**src/rtl/lacc_pkg.sv**
```systemverilog
package lacc_pkg;
  localparam int SEL_W = 4;  // chain depth up to 16 entries

  // one row of the kernel table: which units act in a slot and where they read
  typedef struct packed {
    logic             ldOn;
    logic             mulOn;
    logic             addOn;
    logic [SEL_W-1:0] mulSel;
    logic [SEL_W-1:0] addSel;
  } kernRow_t;

  // strobes from control to datapath
  typedef struct packed {
    logic             issue;
    logic             ldFire;
    logic             mulFire;
    logic             addFire;
    logic             outValid;
    logic [SEL_W-1:0] mulSel;
    logic [SEL_W-1:0] addSel;
  } laccStrobe_t;
endpackage

```
**src/rtl/lacc_srf.sv**
```systemverilog
module lacc_srf #(
  parameter int W     = 16,
  parameter int DEPTH = 4
) (
  input  logic                      clk,
  input  logic                      rstN,
  input  logic                      wrEn,
  input  logic [W-1:0]              wrData,
  input  logic [lacc_pkg::SEL_W-1:0] rdSel,
  output logic [W-1:0]              rdData
);
  logic [W-1:0] chain [DEPTH];

  // every entry moves down each cycle; the head takes the unit result or zero
  always_ff @(posedge clk) begin
    if (!rstN) begin
      for (int k = 0; k < DEPTH; k++) chain[k] <= '0;
    end else begin
      chain[0] <= wrEn ? wrData : '0;
      for (int k = 1; k < DEPTH; k++) chain[k] <= chain[k-1];
    end
  end

  // point-to-point operand mux over all entries
  always_comb begin
    rdData = '0;
    for (int k = 0; k < DEPTH; k++)
      if (rdSel == lacc_pkg::SEL_W'(k)) rdData = chain[k];
  end
endmodule

```
**src/rtl/lacc_ctrl.sv**
```systemverilog
module lacc_ctrl
  import lacc_pkg::*;
#(
  parameter int II    = 2,
  parameter int L2M   = 2,
  parameter int M2A   = 3,
  parameter int CNT_W = 8
) (
  input  logic             clk,
  input  logic             rstN,
  input  logic             startPulse,
  input  logic [CNT_W-1:0] iterCount,
  output laccStrobe_t      strobes,
  output logic             memRdEn,
  output logic [CNT_W-1:0] memRdAddr,
  output logic             loopDone
);
  localparam int LD_OFS  = 1;               // memory returns one cycle after the read
  localparam int MUL_OFS = LD_OFS + L2M;
  localparam int ADD_OFS = MUL_OFS + M2A;
  localparam int OUT_OFS = ADD_OFS + 1;
  localparam int ST_W    = (II > 1) ? $clog2(II) : 1;

  logic [ST_W-1:0]    slot;
  logic               busy;
  logic               doneQ;
  logic [CNT_W-1:0]   remaining;
  logic [CNT_W-1:0]   iterIdx;
  logic [OUT_OFS:1]   hist;     // hist[k]: an iteration was issued k cycles ago
  kernRow_t           kernTab [II];
  kernRow_t           row;
  logic               issue;
  logic               lastOut;

  // constant kernel table derived from the schedule offsets
  always_comb begin
    for (int s = 0; s < II; s++) begin
      kernTab[s].ldOn   = ((LD_OFS % II) == s);
      kernTab[s].mulOn  = ((MUL_OFS % II) == s);
      kernTab[s].addOn  = ((ADD_OFS % II) == s);
      kernTab[s].mulSel = SEL_W'(L2M - 1);
      kernTab[s].addSel = SEL_W'(M2A - 1);
    end
  end

  assign row     = kernTab[slot];
  assign issue   = busy && (slot == '0) && (remaining != '0);
  assign lastOut = hist[OUT_OFS] && (hist[OUT_OFS-1:1] == '0) && (remaining == '0);

  always_ff @(posedge clk) begin
    if (!rstN) begin
      slot      <= '0;
      busy      <= 1'b0;
      doneQ     <= 1'b0;
      remaining <= '0;
      iterIdx   <= '0;
      hist      <= '0;
    end else begin
      hist <= {hist[OUT_OFS-1:1], issue};
      if (startPulse && !busy) begin
        slot      <= '0;
        iterIdx   <= '0;
        remaining <= iterCount;
        busy      <= (iterCount != '0);
        doneQ     <= (iterCount == '0);
      end else if (busy) begin
        slot <= (slot == ST_W'(II - 1)) ? '0 : slot + 1'b1;
        if (issue) begin
          remaining <= remaining - 1'b1;
          iterIdx   <= iterIdx + 1'b1;
        end
        if (lastOut) begin
          busy  <= 1'b0;
          doneQ <= 1'b1;
        end
      end
    end
  end

  always_comb begin
    strobes.issue    = issue;
    strobes.ldFire   = hist[LD_OFS]  && row.ldOn;
    strobes.mulFire  = hist[MUL_OFS] && row.mulOn;
    strobes.addFire  = hist[ADD_OFS] && row.addOn;
    strobes.outValid = hist[OUT_OFS];
    strobes.mulSel   = row.mulSel;
    strobes.addSel   = row.addSel;
  end

  assign memRdEn   = issue;
  assign memRdAddr = iterIdx;
  assign loopDone  = doneQ;
endmodule

```
**src/rtl/lacc_datapath.sv**
```systemverilog
module lacc_datapath
  import lacc_pkg::*;
#(
  parameter int DATA_W   = 16,
  parameter int DEPTH    = 4,
  parameter int NUM_LIVE = 4,
  parameter bit SUBTRACT = 1'b0
) (
  input  logic                        clk,
  input  logic                        rstN,
  input  laccStrobe_t                 strobes,
  input  logic                        liveWe,
  input  logic [$clog2(NUM_LIVE)-1:0] liveAddr,
  input  logic [DATA_W-1:0]           liveData,
  input  logic [DATA_W-1:0]           memRdData,
  output logic                        resValid,
  output logic [DATA_W-1:0]           resData
);
  logic [DATA_W-1:0] liveFile [NUM_LIVE];
  logic [DATA_W-1:0] ldOperand;
  logic [DATA_W-1:0] mulOperand;
  logic [DATA_W-1:0] mulResult;
  logic [DATA_W-1:0] addResult;
  logic [2*DATA_W-1:0] prodFull;

  // central live-in file: entry 0 = coefficient, entry 1 = addend
  always_ff @(posedge clk) begin
    if (!rstN) begin
      for (int k = 0; k < NUM_LIVE; k++) liveFile[k] <= '0;
    end else if (liveWe) begin
      liveFile[liveAddr] <= liveData;
    end
  end

  assign prodFull  = ldOperand * liveFile[0];
  assign mulResult = prodFull[DATA_W-1:0];

  generate
    if (SUBTRACT) begin : g_sub
      assign addResult = mulOperand - liveFile[1];
    end else begin : g_add
      assign addResult = mulOperand + liveFile[1];
    end
  endgenerate

  lacc_srf #(.W(DATA_W), .DEPTH(DEPTH)) u_srfLd (
    .clk(clk), .rstN(rstN), .wrEn(strobes.ldFire), .wrData(memRdData),
    .rdSel(strobes.mulSel), .rdData(ldOperand));

  lacc_srf #(.W(DATA_W), .DEPTH(DEPTH)) u_srfMul (
    .clk(clk), .rstN(rstN), .wrEn(strobes.mulFire), .wrData(mulResult),
    .rdSel(strobes.addSel), .rdData(mulOperand));

  lacc_srf #(.W(DATA_W), .DEPTH(DEPTH)) u_srfAdd (
    .clk(clk), .rstN(rstN), .wrEn(strobes.addFire), .wrData(addResult),
    .rdSel('0), .rdData(resData));

  assign resValid = strobes.outValid;
endmodule

```
**src/rtl/lacc_top.sv**
```systemverilog
module lacc_top
  import lacc_pkg::*;
#(
  parameter int II       = 2,
  parameter int L2M      = 2,
  parameter int M2A      = 3,
  parameter int DEPTH    = 4,
  parameter int DATA_W   = 16,
  parameter int CNT_W    = 8,
  parameter int NUM_LIVE = 4,
  parameter bit SUBTRACT = 1'b0,
  localparam int LIVE_AW = $clog2(NUM_LIVE)
) (
  input  logic               clk,
  input  logic               rstN,
  input  logic               startPulse,
  input  logic [CNT_W-1:0]   iterCount,
  input  logic               liveWe,
  input  logic [LIVE_AW-1:0] liveAddr,
  input  logic [DATA_W-1:0]  liveData,
  output logic               memRdEn,
  output logic [CNT_W-1:0]   memRdAddr,
  input  logic [DATA_W-1:0]  memRdData,
  output logic               resValid,
  output logic [DATA_W-1:0]  resData,
  output logic               loopDone
);
  laccStrobe_t strobes;

  lacc_ctrl #(.II(II), .L2M(L2M), .M2A(M2A), .CNT_W(CNT_W)) u_ctrl (
    .clk(clk), .rstN(rstN), .startPulse(startPulse), .iterCount(iterCount),
    .strobes(strobes), .memRdEn(memRdEn), .memRdAddr(memRdAddr),
    .loopDone(loopDone));

  lacc_datapath #(.DATA_W(DATA_W), .DEPTH(DEPTH), .NUM_LIVE(NUM_LIVE),
                  .SUBTRACT(SUBTRACT)) u_dp (
    .clk(clk), .rstN(rstN), .strobes(strobes), .liveWe(liveWe),
    .liveAddr(liveAddr), .liveData(liveData), .memRdData(memRdData),
    .resValid(resValid), .resData(resData));
endmodule

```
**config.mk**
```make
export PLATFORM = sky130hd
export DESIGN_NAME = lacc_top
export DESIGN_NICKNAME = d
export VERILOG_FILES = /design/src/rtl/lacc_pkg.sv /design/src/rtl/lacc_srf.sv /design/src/rtl/lacc_ctrl.sv /design/src/rtl/lacc_datapath.sv /design/src/rtl/lacc_top.sv
export SDC_FILE = /design/constraint.sdc
export NUM_CORES = 1
export LEC_CHECK = 0
export BUFFER_PORTS_ARGS = -buffer_cell sky130_fd_sc_hd__buf_4
export CORE_UTILIZATION = 50
export CTS_BUF_LIST = sky130_fd_sc_hd__clkbuf_16
export DETAILED_ROUTE_END_ITERATION = 6
export MAX_ROUTING_LAYER = met4
export PLACE_DENSITY = 0.76
export SLEW_MARGIN = 20
export SYNTH_ARGS = -nofsm -noshare
export SYNTH_HDL_FRONTEND = slang
export SYNTH_SLANG_ARGS = --single-unit
```
**constraint.sdc**
```tcl
create_clock -name clk -period 5.86 [get_ports clk]
set_input_delay 1.172 -clock clk [delete_from_list [all_inputs] [get_ports clk]]
set_output_delay 1.172 -clock clk [all_outputs]
set_load 0.05 [all_outputs]
```
# == After elaboration in Yosys (flattened, before gate mapping) ==
# Memories as Yosys holds them, arrays and structs flattened.
# Cells that the tools add are included.
# word_totals
register_bits,26
mem_bits_rw,256
input_bits,46
out_inout_bits,27
elab_cells,105
n_memories,4
# mem_list
memory,depth,word_bits,rd,rd_clocked_by_memory_dff,write_ports,line_no,rtl
u_dp.liveFile,4,16,2,0,4,lacc_datapath.sv:19,logic [DATA_W-1:0] liveFile [NUM_LIVE];
u_dp.u_srfAdd.chain,4,16,3,0,4,lacc_srf.sv:12,logic [W-1:0] chain [DEPTH];
u_dp.u_srfLd.chain,4,16,4,0,4,lacc_srf.sv:12,
u_dp.u_srfMul.chain,4,16,4,0,4,lacc_srf.sv:12,
# classes
add_sub_neg,4
multipliers,1
order_cmp,1
eq_ne,6
mux,44
n_bitwise,15
reduce_logical,24
# op_table
operator,n
$mux W16,24
$mux W11,3
$mux W8,3
$add A16 B16 Y16,1
$eq A4 B2 Y1 const B,4
$logic_not A8 Y1,2
$mul A16 B16 Y16,1
$reduce_bool A8 Y1,2
$reduce_or A16 Y1,1
$mux W1,13
$or A1 B1 Y1,12
$add A8 B1 Y8 const B,1
$eq A4 B1 Y1 const B,2
$logic_and A1 B1 Y1,8
$logic_not A4 Y1,2
$sub A8 B1 Y8 const B,1
$logic_not A6 Y1,1
$reduce_and A2 Y1,3
$reduce_bool A2 Y1,3
$ge A2 B2 Y1 const B,1
$mux W2,1
$not A1 Y1,2
$not A1 Y2,1
$reduce_or A2 Y1,1
2 further kinds,2

# == Logic depth before layout (Yosys ltp) ==
# logic_depth
ltp_word,12
depth_mapped,20
mapped_depth_nobuf,19

# == By module ==
# A second synthesis with hierarchy kept.
# unflattened
cells_unflattened,1381
hier_area_um2,13924.6
# modules_own_cells
mod,n_inst,cells_each,area_per_inst_um2,seq_area_each_um2
lacc_srf,3,194,2209.6,1281.2
lacc_datapath,1,645,5987.0,960.9
lacc_ctrl,1,154,1308.8,520.5

# == Worst setup path before layout ==
# OpenSTA, ideal clock, no wires.
# synth_timing
path_kind,register -> register
start,memory u_dp.liveFile[0][1]
end,memory u_dp.u_srfMul.chain[0][15]
arrival_ps,5025
required_ps,5733
setup_slack_ps,709
stages_incl_launch_ff,20
synth_period_minus_slack_ps,5151
cell_sequence,edfxtp_1 -> clkbuf_1 -> and2_1 -> fa_1 -> inv_1 -> fa_1 -> fa_1 -> fa_1 -> inv_1 -> fa_1 -> inv_1 -> fa_1 -> inv_1 -> ha_1 -> a21o_1 -> a21oi_1 -> nor2_1 -> a2111oi_4 -> xnor2_1 -> nor2_1
# synth_rtl
item,line_no
"start, declared",lacc_datapath.sv:19
"end, declared",lacc_srf.sv:12

==> summary.md <==
| Metric | Value |
|---|---|
| Crit path required time | `6.16 ns` |
| Area occupied by multi-input gates | `5580 um^2` |
| CP startpoint kind | `flip-flop` |
| Total CTS buffers | `17` |
| Fin. max-slew vios | `0` |
| Syn Inst Count | `959` |
| Routed wire length | `20.1 mm` |
| Post-DP HPWL | `15.0 mm` |
| Die height | `140 um` |
| Power density cells | `214 nW/um^2` |
| RSZ-0062 raised after global routing | `false` |
| DR vias | `6,481` |
| Worst Path Arrival | `6.00 ns` |
| Num ports | `73` |
| Fin. Hold Viols | `0` |
| Core Util, Final | `57.9%` |
| CTS H-Tree Depth | `4` |
| R2R setup slack | `0.16 ns` |
| Peak VDD IR | `0.000232 V` |
| Port-buffer cells | `72` |
| Longest Clk Path Bufs | `2` |
| Vias in the first global route | `6,571` |
| Routability congestion estimate from global placement | `0.899` |
| Synthesized net count | `1,153` |
| Clock transition at path regs | `0.06 ns` |
| Synth Register Bits | `154` |
| Synth top area share | `25.6%` |
| 1st-iter DRT viols | `361` |
| Initial antenna violation count | `0` |
| Worst Path Max Fanout | `15` |
| Critical path class | `flip-flop to flip-flop` |
| Largest net degree at the start of global routing | `64` |
| DRT antenna net count | `0` |
| Cell accounting for the most synthesized area | `dfxtp_1` |
| Post-CTS Setup Repair Bufs | `0` |
| Sequential share of the synthesized area | `35.6%` |
| ANT cells | `0` |
| Worst Max-Slew Pin Slew | `0.840 ns` |
| Register area | `3400 um^2` |
| DR DRC count | `0` |
| Setup TNS | `0 ns` |
| Main synth FF type | `dfxtp_1` |
| Core area | `18,700 um^2` |
| Layout fillers | `1,567` |
| Nets | `1,218` |
| Post-DR vias/cell | `5.10` |
| Clk_lat worst skew | `0.42 ns` |
| Most common cell after layout, fill and taps aside | `and2_1` |
| Power Total | `2.32 mW` |
| Library cells used by synthesis | `57` |
| First-pass GRT wire length | `32.8 mm` |
| Relative slew margins | `43.9%` |
| First drt pass iteration count | `5` |
| Crit path time final | `5.70 ns` |
| Die extent in x | `140 um` |
| EDFF count, synth | `32` |
| Worst min-delay path class | `flip-flop to flip-flop` |
| # setup viols final | `0` |
| Clock Skews | `0.00770 ns` |
| Post-route cell area | `10,800 um^2` |
| Maxcap violations | `0` |
| Yosys warning total | `0` |
| Die area | `19,700 um^2` |
| Floorplan row count | `50` |
| P&R area growth vs syn | `13.5%` |
| Top cells by area, synth | `dfxtp_1, fa_1, and2_1` |
| Mapped Area | `9550 um^2` |
| Outcome | `finished, final reports clean` |
| Leak Pwr | `4.95 nW` |
| Fmax | `175 MHz` |
| Crit. End Element | `flip-flop` |
| Total gr overflow | `0` |
| Placed instance area | `10,300 um^2` |
| CTS tree | `done` |
| Gr usage total | `22.6%` |
| Clock sinks | `154` |
| Syn_area_per_cell | `9.96 um^2` |
| Layout cell share with drive strength beyond 1 | `11.0%` |
| Initial core utilization | `51.1%` |
| Tcrit/Tclk final | `97.3%` |
| Commonest cells after routing, fill and taps aside | `and2_1, dfxtp_1, inv_1` |
| Ys async rst share | `0%` |
| Routed len/inst | `15.8 um` |
| Hold buffers post-CTS | `0` |
| Clk root buf | `clkbuf_16` |
==> worst max-delay path: stages (launching register included) <==
cell       delay (ns)
edfxtp_1         0.66
and2_1           0.31
fa_1             0.55
inv_1            0.07
fa_1             0.55
inv_1            0.05
ha_1             0.18
fa_1             0.46
fa_1             0.58
inv_1            0.06
fa_1             0.48
inv_1            0.05
ha_1             0.23
o41ai_1          0.63
nor4b_2          0.15
a2111oi_4        0.35
xnor2_1          0.15
nor2_1           0.05
==> worst paths after layout <==
check                                           to  cells past startpoint                                  from
min           u_dp.u_srfLd.chain[1][15]$_SDFF_PN0_                      1  u_dp.u_srfLd.chain[0][15]$_SDFF_PN0_
max          u_dp.u_srfMul.chain[0][15]$_SDFF_PN0_                     17     u_dp.liveFile[0][1]$_SDFFCE_PN0P_
min reg2reg   u_dp.u_srfLd.chain[1][15]$_SDFF_PN0_                      1  u_dp.u_srfLd.chain[0][15]$_SDFF_PN0_
max reg2reg  u_dp.u_srfMul.chain[0][15]$_SDFF_PN0_                     17     u_dp.liveFile[0][1]$_SDFFCE_PN0P_
==> timing repair <==
| item | 4_1_cts | 5_1_grt |
|---|---|---|
| endpoints found under the setup margin | 0 | 1 |
| gates resized for setup | 0 | 1 |
| hold endpoints to repair | 0 | 0 |
==> metal layers <==
layer / part of all wire (%) / vias up / GRT usage [%]
li1: - / 3173 / -
met1: 45 / 3084 / 28.3
met2: 48 / 188 / 36.6
met3: 5.5 / 36 / 4.89
met4: 2.0 / 0 / 6.94
met5: 0 / - / -
==> sequential cells by signal, summed over array words and instances (netlist names) <==
name and count:
u_dp.u_srfLd.chain 32, u_ctrl.busy 1, u_ctrl.slot 1, u_ctrl.loopDone 1, u_ctrl.remaining 8, u_ctrl.memRdAddr 8
u_dp.liveFile 32, u_dp.u_srfMul.chain 48, u_ctrl.hist 7, u_dp.u_srfAdd.chain 16
==> cells by family after synthesis <==
group,count (synthesis),share of synthesized area [%]
compound gates,86,6.18
mux,2,0.210
flops,154,35.6
buf+inv,149,5.97
xor+xnor,56,5.28
fa+ha+maj,148,25.8
simple gates,364,21.0
==> synth_stat cells, drive strengths merged (6+ instances only) <==
cell	instances
edfxtp	32
nand3	7
xnor2	32
dfxtp	122
o21a	6
xor2	23
clkbuf	26
nand2	76
a21o	14
o21ai	16
fa	81
inv	119
nand2b	13
nor2	47
and2	180
a21oi	28
ha	67
nor3	13
==> power breakdown <==
part / internal (mW) / total (mW) / switching (mW)
clock network: 0.550 / 1.02 / 0.474
logic: 0.0627 / 0.147 / 0.0839
registers: 1.11 / 1.15 / 0.0364
==> cell type report <==
cell class	instances	area share, %
repair buffers	75	5.20
multi-input cells	656	51.5
clock inverters	15	1.10
well taps	234	2.70
flip-flops and latches	154	31.4
inverters	120	4.16
clock buffers	17	3.93
==> through the flow <==
stage          hold slack [ns]  setup slack, ns  cells
2_1_floorplan            0.412            0.709    959
3_3_place_gp             0.414            0.422   1239
3_5_place_dp             0.417            0.229   1239
4_1_cts                  0.426            0.193   1271
5_1_grt                  0.436          0.00520   1271
6_report                 0.427            0.157   1271
No activity file was read; power rests on OpenSTA's default activity.
